<file path="src/rtl/vtg_pkg.sv">
package vtg_pkg;
  localparam int unsigned WORD_W    = 32;
  localparam int unsigned NUM_WORDS = 5;
  localparam int unsigned HI_LSB    = 16;
  localparam int unsigned DLY_LSB   = 20;
  localparam int unsigned FMT24_BIT = 8;
  localparam int unsigned FMT18_BIT = 0;
  localparam int unsigned UPLD_BIT  = 0;

  typedef enum logic [2:0] {
    REG_HA   = 3'd0,
    REG_HB   = 3'd1,
    REG_VA   = 3'd2,
    REG_VB   = 3'd3,
    REG_CTRL = 3'd4,
    REG_UPLD = 3'd5
  } vtg_reg_e;
endpackage

</file>
<file path="src/rtl/vtg_regs.sv">
module vtg_regs
  import vtg_pkg::*;
#(
  parameter int unsigned TW = 16,
  parameter int unsigned DW = 10,
  parameter int unsigned AW = 3
) (
  input  logic              clk,
  input  logic              rst,
  input  logic              wr_en,
  input  logic [AW-1:0]     wr_addr,
  input  logic [WORD_W-1:0] wr_data,
  input  logic              frame_end,
  output logic [TW-1:0]     h_sync,
  output logic [TW-1:0]     h_bp,
  output logic [TW-1:0]     h_act,
  output logic [TW-1:0]     h_fp,
  output logic [TW-1:0]     v_sync,
  output logic [TW-1:0]     v_bp,
  output logic [TW-1:0]     v_act,
  output logic [TW-1:0]     v_fp,
  output logic [DW-1:0]     vs_dly,
  output logic              fmt24,
  output logic              fmt18
);
  logic [WORD_W-1:0] shadow_q [NUM_WORDS];
  logic [WORD_W-1:0] work_q   [NUM_WORDS];
  logic              pending_q;

  logic upld_wr;
  logic apply;
  assign upld_wr = wr_en && (wr_addr == AW'(REG_UPLD)) && wr_data[UPLD_BIT];
  assign apply   = frame_end && pending_q;

  always_ff @(posedge clk) begin
    if (rst) begin
      for (int i = 0; i < NUM_WORDS; i++) begin
        shadow_q[i] <= '0;
        work_q[i]   <= '0;
      end
      pending_q <= 1'b0;
    end else begin
      for (int i = 0; i < NUM_WORDS; i++) begin
        if (apply) work_q[i] <= shadow_q[i];
        if (wr_en && (wr_addr == AW'(i))) shadow_q[i] <= wr_data;
      end
      if (upld_wr)    pending_q <= 1'b1;
      else if (apply) pending_q <= 1'b0;
    end
  end

  function automatic logic [TW-1:0] eff_len(input logic [TW-1:0] f);
    return (f == '0) ? TW'(1) : f;
  endfunction

  assign h_sync = eff_len(work_q[int'(REG_HA)][TW-1:0]);
  assign h_bp   = eff_len(work_q[int'(REG_HA)][HI_LSB +: TW]);
  assign h_act  = eff_len(work_q[int'(REG_HB)][TW-1:0]);
  assign h_fp   = eff_len(work_q[int'(REG_HB)][HI_LSB +: TW]);
  assign v_sync = eff_len(work_q[int'(REG_VA)][TW-1:0]);
  assign v_bp   = eff_len(work_q[int'(REG_VA)][HI_LSB +: TW]);
  assign v_act  = eff_len(work_q[int'(REG_VB)][TW-1:0]);
  assign v_fp   = eff_len(work_q[int'(REG_VB)][HI_LSB +: TW]);
  assign vs_dly = work_q[int'(REG_CTRL)][DLY_LSB +: DW];
  assign fmt24  = work_q[int'(REG_CTRL)][FMT24_BIT];
  assign fmt18  = work_q[int'(REG_CTRL)][FMT18_BIT];

  logic unused_bits;
  assign unused_bits = ^{work_q[0], work_q[1], work_q[2], work_q[3], work_q[4]};

  // the working set moves only on the edge that ends a frame
  p_hold_work_r8: assert property (@(posedge clk) disable iff (rst)
    !frame_end |=> ($stable(work_q[0]) && $stable(work_q[1]) && $stable(work_q[2])
                    && $stable(work_q[3]) && $stable(work_q[4])));

  // an applied request clears itself unless re-requested on that edge
  p_req_clears_r8: assert property (@(posedge clk) disable iff (rst)
    (apply && !upld_wr) |=> !pending_q);

  // an upload write with the request bit clear leaves no request behind
  p_req_ignored_r7: assert property (@(posedge clk) disable iff (rst)
    (wr_en && (wr_addr == AW'(REG_UPLD)) && !wr_data[UPLD_BIT] && !pending_q)
    |=> !pending_q);
endmodule

</file>
<file path="src/rtl/vtg_axis.sv">
module vtg_axis #(
  parameter int unsigned TW = 16,
  localparam int unsigned CW = TW + 2
) (
  input  logic          clk,
  input  logic          rst,
  input  logic          adv,
  input  logic [TW-1:0] len_sync,
  input  logic [TW-1:0] len_bp,
  input  logic [TW-1:0] len_act,
  input  logic [TW-1:0] len_fp,
  output logic          last,
  output logic          in_sync,
  output logic          in_act,
  output logic [TW-1:0] act_pos
);
  logic [CW-1:0] cnt_q;
  logic [CW-1:0] act_start;
  logic [CW-1:0] act_end;
  logic [CW-1:0] total;

  assign act_start = CW'(len_sync) + CW'(len_bp);
  assign act_end   = act_start + CW'(len_act);
  assign total     = act_end + CW'(len_fp);

  assign last    = (cnt_q == total - CW'(1));
  assign in_sync = (cnt_q < CW'(len_sync));
  assign in_act  = (cnt_q >= act_start) && (cnt_q < act_end);
  assign act_pos = TW'(cnt_q - act_start);

  always_ff @(posedge clk) begin
    if (rst)      cnt_q <= '0;
    else if (adv) cnt_q <= last ? '0 : cnt_q + CW'(1);
  end

  // the position never runs past the programmed period
  p_cnt_in_range_r3: assert property (@(posedge clk) disable iff (rst)
    cnt_q < total);
endmodule

</file>
<file path="src/rtl/vtg_vs_delay.sv">
module vtg_vs_delay #(
  parameter int unsigned DW = 10,
  localparam int unsigned DEPTH = 1 << DW
) (
  input  logic          clk,
  input  logic          rst,
  input  logic          raw,
  input  logic [DW-1:0] dly,
  output logic          vs_o
);
  logic          hist_mem [DEPTH];
  logic [DW-1:0] wptr_q;
  logic [DW:0]   age_q;
  logic [DW-1:0] rd_addr;
  logic          filled;

  assign rd_addr = wptr_q - dly;
  assign filled  = (age_q >= {1'b0, dly});

  always_ff @(posedge clk) begin
    hist_mem[wptr_q] <= raw;
  end

  always_ff @(posedge clk) begin
    if (rst) begin
      wptr_q <= '0;
      age_q  <= '0;
      vs_o   <= 1'b0;
    end else begin
      wptr_q <= wptr_q + DW'(1);
      if (!age_q[DW]) age_q <= age_q + (DW+1)'(1);
      if (dly == '0)   vs_o <= raw;
      else if (filled) vs_o <= hist_mem[rd_addr];
      else             vs_o <= 1'b0;
    end
  end
endmodule

</file>
<file path="src/rtl/video_timing_gen.sv">
module video_timing_gen
  import vtg_pkg::*;
#(
  parameter int unsigned TW = 16,
  parameter int unsigned DW = 10,
  parameter int unsigned AW = 3
) (
  input  logic              clk,
  input  logic              rst,
  input  logic              wr_en,
  input  logic [AW-1:0]     wr_addr,
  input  logic [WORD_W-1:0] wr_data,
  output logic              hsync_o,
  output logic              vsync_o,
  output logic              de_o,
  output logic [TW-1:0]     pix_x_o,
  output logic [TW-1:0]     pix_y_o,
  output logic              fmt24_o,
  output logic              fmt18_o
);
  logic [TW-1:0] h_sync, h_bp, h_act, h_fp;
  logic [TW-1:0] v_sync, v_bp, v_act, v_fp;
  logic [DW-1:0] vs_dly;
  logic          fmt24, fmt18;
  logic          h_last, h_in_sync, h_in_act;
  logic          v_last, v_in_sync, v_in_act;
  logic [TW-1:0] h_pos, v_pos;
  logic          frame_end;
  logic          active;

  assign frame_end = h_last && v_last;
  assign active    = h_in_act && v_in_act;

  vtg_regs #(.TW(TW), .DW(DW), .AW(AW)) u_regs (
    .clk(clk), .rst(rst), .wr_en(wr_en), .wr_addr(wr_addr), .wr_data(wr_data),
    .frame_end(frame_end),
    .h_sync(h_sync), .h_bp(h_bp), .h_act(h_act), .h_fp(h_fp),
    .v_sync(v_sync), .v_bp(v_bp), .v_act(v_act), .v_fp(v_fp),
    .vs_dly(vs_dly), .fmt24(fmt24), .fmt18(fmt18)
  );

  vtg_axis #(.TW(TW)) u_h_axis (
    .clk(clk), .rst(rst), .adv(1'b1),
    .len_sync(h_sync), .len_bp(h_bp), .len_act(h_act), .len_fp(h_fp),
    .last(h_last), .in_sync(h_in_sync), .in_act(h_in_act), .act_pos(h_pos)
  );

  vtg_axis #(.TW(TW)) u_v_axis (
    .clk(clk), .rst(rst), .adv(h_last),
    .len_sync(v_sync), .len_bp(v_bp), .len_act(v_act), .len_fp(v_fp),
    .last(v_last), .in_sync(v_in_sync), .in_act(v_in_act), .act_pos(v_pos)
  );

  vtg_vs_delay #(.DW(DW)) u_vs_delay (
    .clk(clk), .rst(rst), .raw(v_in_sync), .dly(vs_dly), .vs_o(vsync_o)
  );

  always_ff @(posedge clk) begin
    if (rst) begin
      hsync_o <= 1'b0;
      de_o    <= 1'b0;
      pix_x_o <= '0;
      pix_y_o <= '0;
      fmt24_o <= 1'b0;
      fmt18_o <= 1'b0;
    end else begin
      hsync_o <= h_in_sync;
      de_o    <= active;
      pix_x_o <= active ? h_pos : '0;
      pix_y_o <= active ? v_pos : '0;
      fmt24_o <= fmt24;
      fmt18_o <= fmt18;
    end
  end

  // the active segment never overlaps the sync segment of a line
  p_de_not_in_sync_r5: assert property (@(posedge clk) disable iff (rst)
    de_o |-> !hsync_o);
endmodule

</file>
<file path="config.mk">
export PLATFORM = sky130hd
export DESIGN_NAME = video_timing_gen
export DESIGN_NICKNAME = d
export VERILOG_FILES = /design/src/rtl/vtg_pkg.sv /design/src/rtl/vtg_regs.sv /design/src/rtl/vtg_axis.sv /design/src/rtl/vtg_vs_delay.sv /design/src/rtl/video_timing_gen.sv
export SDC_FILE = /design/constraint.sdc
export NUM_CORES = 2
export LEC_CHECK = 0
export ABC_AREA = 0
export BUFFER_PORTS_ARGS = -buffer_cell sky130_fd_sc_hd__buf_2
export CAP_MARGIN = 20
export CELL_PAD_IN_SITES_DETAIL_PLACEMENT = 0
export CELL_PAD_IN_SITES_GLOBAL_PLACEMENT = 1
export CORE_UTILIZATION = 48
export DETAILED_ROUTE_END_ITERATION = 8
export PLACE_DENSITY = 0.86
export SLEW_MARGIN = 40
export SYNTH_ARGS = -nofsm -noshare
export SYNTH_HDL_FRONTEND = slang
export SYNTH_HIERARCHICAL = 1
export SYNTH_SLANG_ARGS = --single-unit
export TNS_END_PERCENT = 30
</file>
<file path="constraint.sdc">
create_clock -name clk -period 31.4 [get_ports clk]
set_input_delay 3.14 -clock clk [delete_from_list [all_inputs] [get_ports clk]]
set_output_delay 3.14 -clock clk [all_outputs]
set_load 0.02 [all_outputs]
</file>
==> impl_metrics.yaml <==
status:
  status: "finished, final reports clean"
critical_path:
  reg2reg_depth: 32
  r2r-start: "u_regs/work_q[0][8]$_SDFFCE_PN0P_"
  critPathMostFrequentCell: "ha_1"
  worstReg2RegEnd: "u_regs/work_q[0][29]$_SDFFCE_PN0P_"
  cp-start-kind: "flip-flop"
  path_max_fanout: 92
  max_stage_delay_ns: 0.72
  path_class: "reg2reg"
  cp-end-kind: "flip-flop"
  cp.required_ns: 31.77
  ff2ff_setup_slack_ns: 21.24
  crit_path_top_delay_cell: "clkbuf_8"
  crit_arrival_ns: 10.53
clock_network:
  cts_root_buf: "clkbuf_16"
  worstSkewPairLatency_ns: 0.80
  clkSinkCount: 1399
  clk_path_buf_depth: 3
  htree_levels: 4
  cts_resized: 0
  cts_tree: "yes"
  clk_pin_slew_worst_paths_ns: 0.06
  postCtsSetupRepairBufs: 0
  cts_hold_buf: 0
  numCtsBuffers: 144
power:
  total_power_w: 0.00450
  switching_power_w: 0.00121
  pwr_density_cell_nw_per_um2: 59.9
  leakagePower_nw: 25.3
  power_frac_seq_pct: 45.7
  combPwrFrac_pct: 16.8
  power.internal_w: 0.00329
  clockPowerShare_pct: 37.5
  switching_share_pct: 26.9
  vdd.ir_drop.worst_mv: 0.0509
drt:
  wl_per_cell_um: 24.0
  drt-total-wl_um: 175000
  num_vias: 43700
  drt_iter0_markers: 4958
  antenna_left: 0
  first_pass_iters: 5
  viasPerCell: 5.99
  remaining_drc_errors: 0
place:
  port-buffer-count: 74
  dp_hpwl_um: 108000
  place.gp.congestion: 0.906
  placed_area_um2: 70200
  preCtsSetupSlack_ns: 21.40
sta:
  setup_tns_ns: 0
  worst_pin_slew_ns: 0.906
  hold_violations: 0
  relSlewSlack_pct: 39.5
  fin_skew_ns: 0.0654
  fin_crit_ns: 10.16
  rsz0062_at_grt: "false"
  min_period_over_period_pct: 32.4
  fmax_ghz: 0.0984
  setup_viol: 0
  slew_violations: 0
  setup_slack_ns: 21.24
grt:
  grt_max_degree: 177
  antenna_found_initial: 3
  grt_remaining_overflow: 0
  grt_pass1_vias: 42400
  gr-usage-all-layers_pct: 24.0
  grt_pass1_wl_um: 262000
layout:
  nNetsFinal: 5569
  final_common_cell: "edfxtp_1"
  final_area_um2: 75000
  final_cell_mix: "1304 x edfxtp_1, 1128 x nor2_1, 287 x nand2_1"
  nFillCells: 11700
  area_growth_pct: 9.18
  drive_gt1_share_pct: 14.6
synth:
  synth_area_um2: 68700
  yosysSeqAreaShare_pct: 59.8
  synth_top_cell_area_share_pct: 57.0
  synth_cell_type_count: 105
  synth_ff_type: "edfxtp_1"
  async_reset_ff_share_pct: 0
  ys_top_cells_by_area: "edfxtp_1 57%, mux4_2 8.7%, nor2_1 6.2%, ha_1 4.3%, dfxtp_1 2.8%"
  syn-mean-instance-area_um2: 12.5
  ys_seq_elements: 1399
  syn_inst: 5485
  synthesis.nets: 5769
  synth-edff-count: 1304
  yosysWarnings: 6
  synth_area_leader_cell: "edfxtp_1"
min_path:
  hold_class: "reg2reg"
  min_path_cells: 1
  hp-start: "u_regs/work_q[0][136]$_SDFFCE_PN0P_"
  hold_path_end: "fmt24_o$_SDFF_PP0_"
floorplan:
  design.die.area_um2: 145000
  start_util_pct: 48.5
  fp.dieW_um: 380
  fp.dieH_um: 380
  core_area_um2: 142000
  io_pins: 75
  num_rows: 138
run:
  max_cap_viol_count: 0
[cells by family after synthesis]
| kind of cell | share of synthesized area [%] |
|---|---|
| buffers and inverters | 4.42 |
| AND/OR/NAND/NOR | 13.9 |
| flip-flops | 59.8 |
| other | 0.00546 |
| XOR/XNOR | 2.39 |
| AO/OA/AOI/OAI | 5.90 |
| multiplexers | 9.01 |
| adder cells (fa/ha/maj) | 4.62 |
[layer usage]
| metal | track usage [%] | wire [µm] | vias to the layer above |
|---|---|---|---|
| li1 | - | - | 19400 |
| met3 | 4.31 | 16200 | 341 |
| met4 | 8.24 | 5710 | 0 |
| met5 | 0 | 0 | - |
| met2 | 39.4 | 84400 | 2005 |
| met1 | 32.2 | 69200 | 22000 |
[cells in the mapped netlist, types with 91 or more instances]
cell type / count
ha_1: 237
dfxtp_1: 95
mux4_2: 264
and2_1: 171
nand3_1: 91
nor2_1: 1130
edfxtp_1: 1304
xnor2_1: 96
inv_1: 207
nand2_1: 334
clkbuf_1: 338
a21oi_1: 109
[power groups by stage]
stage               sequential (W)  combinational [W]  clock, W
floorplan                  0.00208           0.000554         0
detailed placement         0.00209           0.000745         0
CTS                        0.00205           0.000749   0.00171
global route               0.00205           0.000818   0.00178
finish                     0.00205           0.000756   0.00169
global placement           0.00209           0.000740         0
[worst max path at each step]
| stage | startpoint | end | slack, ns | depth (start not counted) |
|---|---|---|---|---|
| after global routing | u_regs/work_q[0][8]$_SDFFCE_PN0P_ | u_regs/work_q[0][29]$_SDFFCE_PN0P_ | 20.58 | 32 |
| after global placement | u_regs/work_q[0][8]$_SDFFCE_PN0P_ | u_regs/work_q[0][65]$_SDFFCE_PN0P_ | 21.18 | 32 |
| after CTS | u_regs/work_q[0][8]$_SDFFCE_PN0P_ | u_regs/work_q[0][29]$_SDFFCE_PN0P_ | 21.28 | 32 |
| final | u_regs/work_q[0][8]$_SDFFCE_PN0P_ | u_regs/work_q[0][29]$_SDFFCE_PN0P_ | 21.24 | 32 |
| after floorplan | u_regs/work_q[0][72]$_SDFFCE_PN0P_ | u_vs_delay/hist_mem[0]$_DFFE_PP_ | 10.09 | 11 |
| after detailed placement | u_regs/work_q[0][8]$_SDFFCE_PN0P_ | u_regs/work_q[0][111]$_SDFFCE_PN0P_ | 21.40 | 32 |
[stage by stage]
| step | utilization (%) | instances | hold WS, ns |
|---|---|---|---|
| after floorplan | - | 5485 | 0.429 |
| after detailed placement | 49.6 | 7028 | 0.446 |
| after global routing | 52.9 | 7295 | 0.476 |
| final | 52.9 | 7297 | 0.459 |
| after global placement | 49.4 | 7024 | 0.440 |
| after CTS | 52.9 | 7294 | 0.464 |
[flip-flops by register name (all words and copies together), names as in the netlist]
name	flops
u_v_axis/cnt_q	18
u_vs_delay/wptr_q	10
u_regs/shadow_q	140
u_regs/work_q	140
u_h_axis/cnt_q	18
fmt18_o	1
pix_x_o	16
hsync_o	1
u_vs_delay/age_q	11
u_vs_delay/vs_o	1
de_o	1
fmt24_o	1
u_vs_delay/hist_mem	1024
u_regs/pending_q	1
pix_y_o	16
[area by class of cell]
class | instances | area [µm²] | share of cell area (%)
Sequential cell | 1399 | 41100 | 54.7
Multi-Input combinational cell | 3383 | 25000 | 33.3
Clock buffer | 178 | 3800 | 5.07
Tap cell | 1890 | 2360 | 3.15
Timing Repair Buffer | 150 | 1110 | 1.48
Clock inverter | 88 | 912 | 1.22
Inverter | 207 | 777 | 1.04
Antenna cell | 2 | 5.00 | 0.00667
[worst max-delay path, delay by kind of cell (launching register included)]
family	cells	cell delay, ns
and+or+nand+nor	14	3.79
adders and majority gates	5	1.55
AOI/OAI and AO/OA	7	2.06
DFF	1	0.43
xor gates and xnor gates	2	0.72
buffers and inverters	4	1.07
No activity file was read; power rests on OpenSTA's default activity.
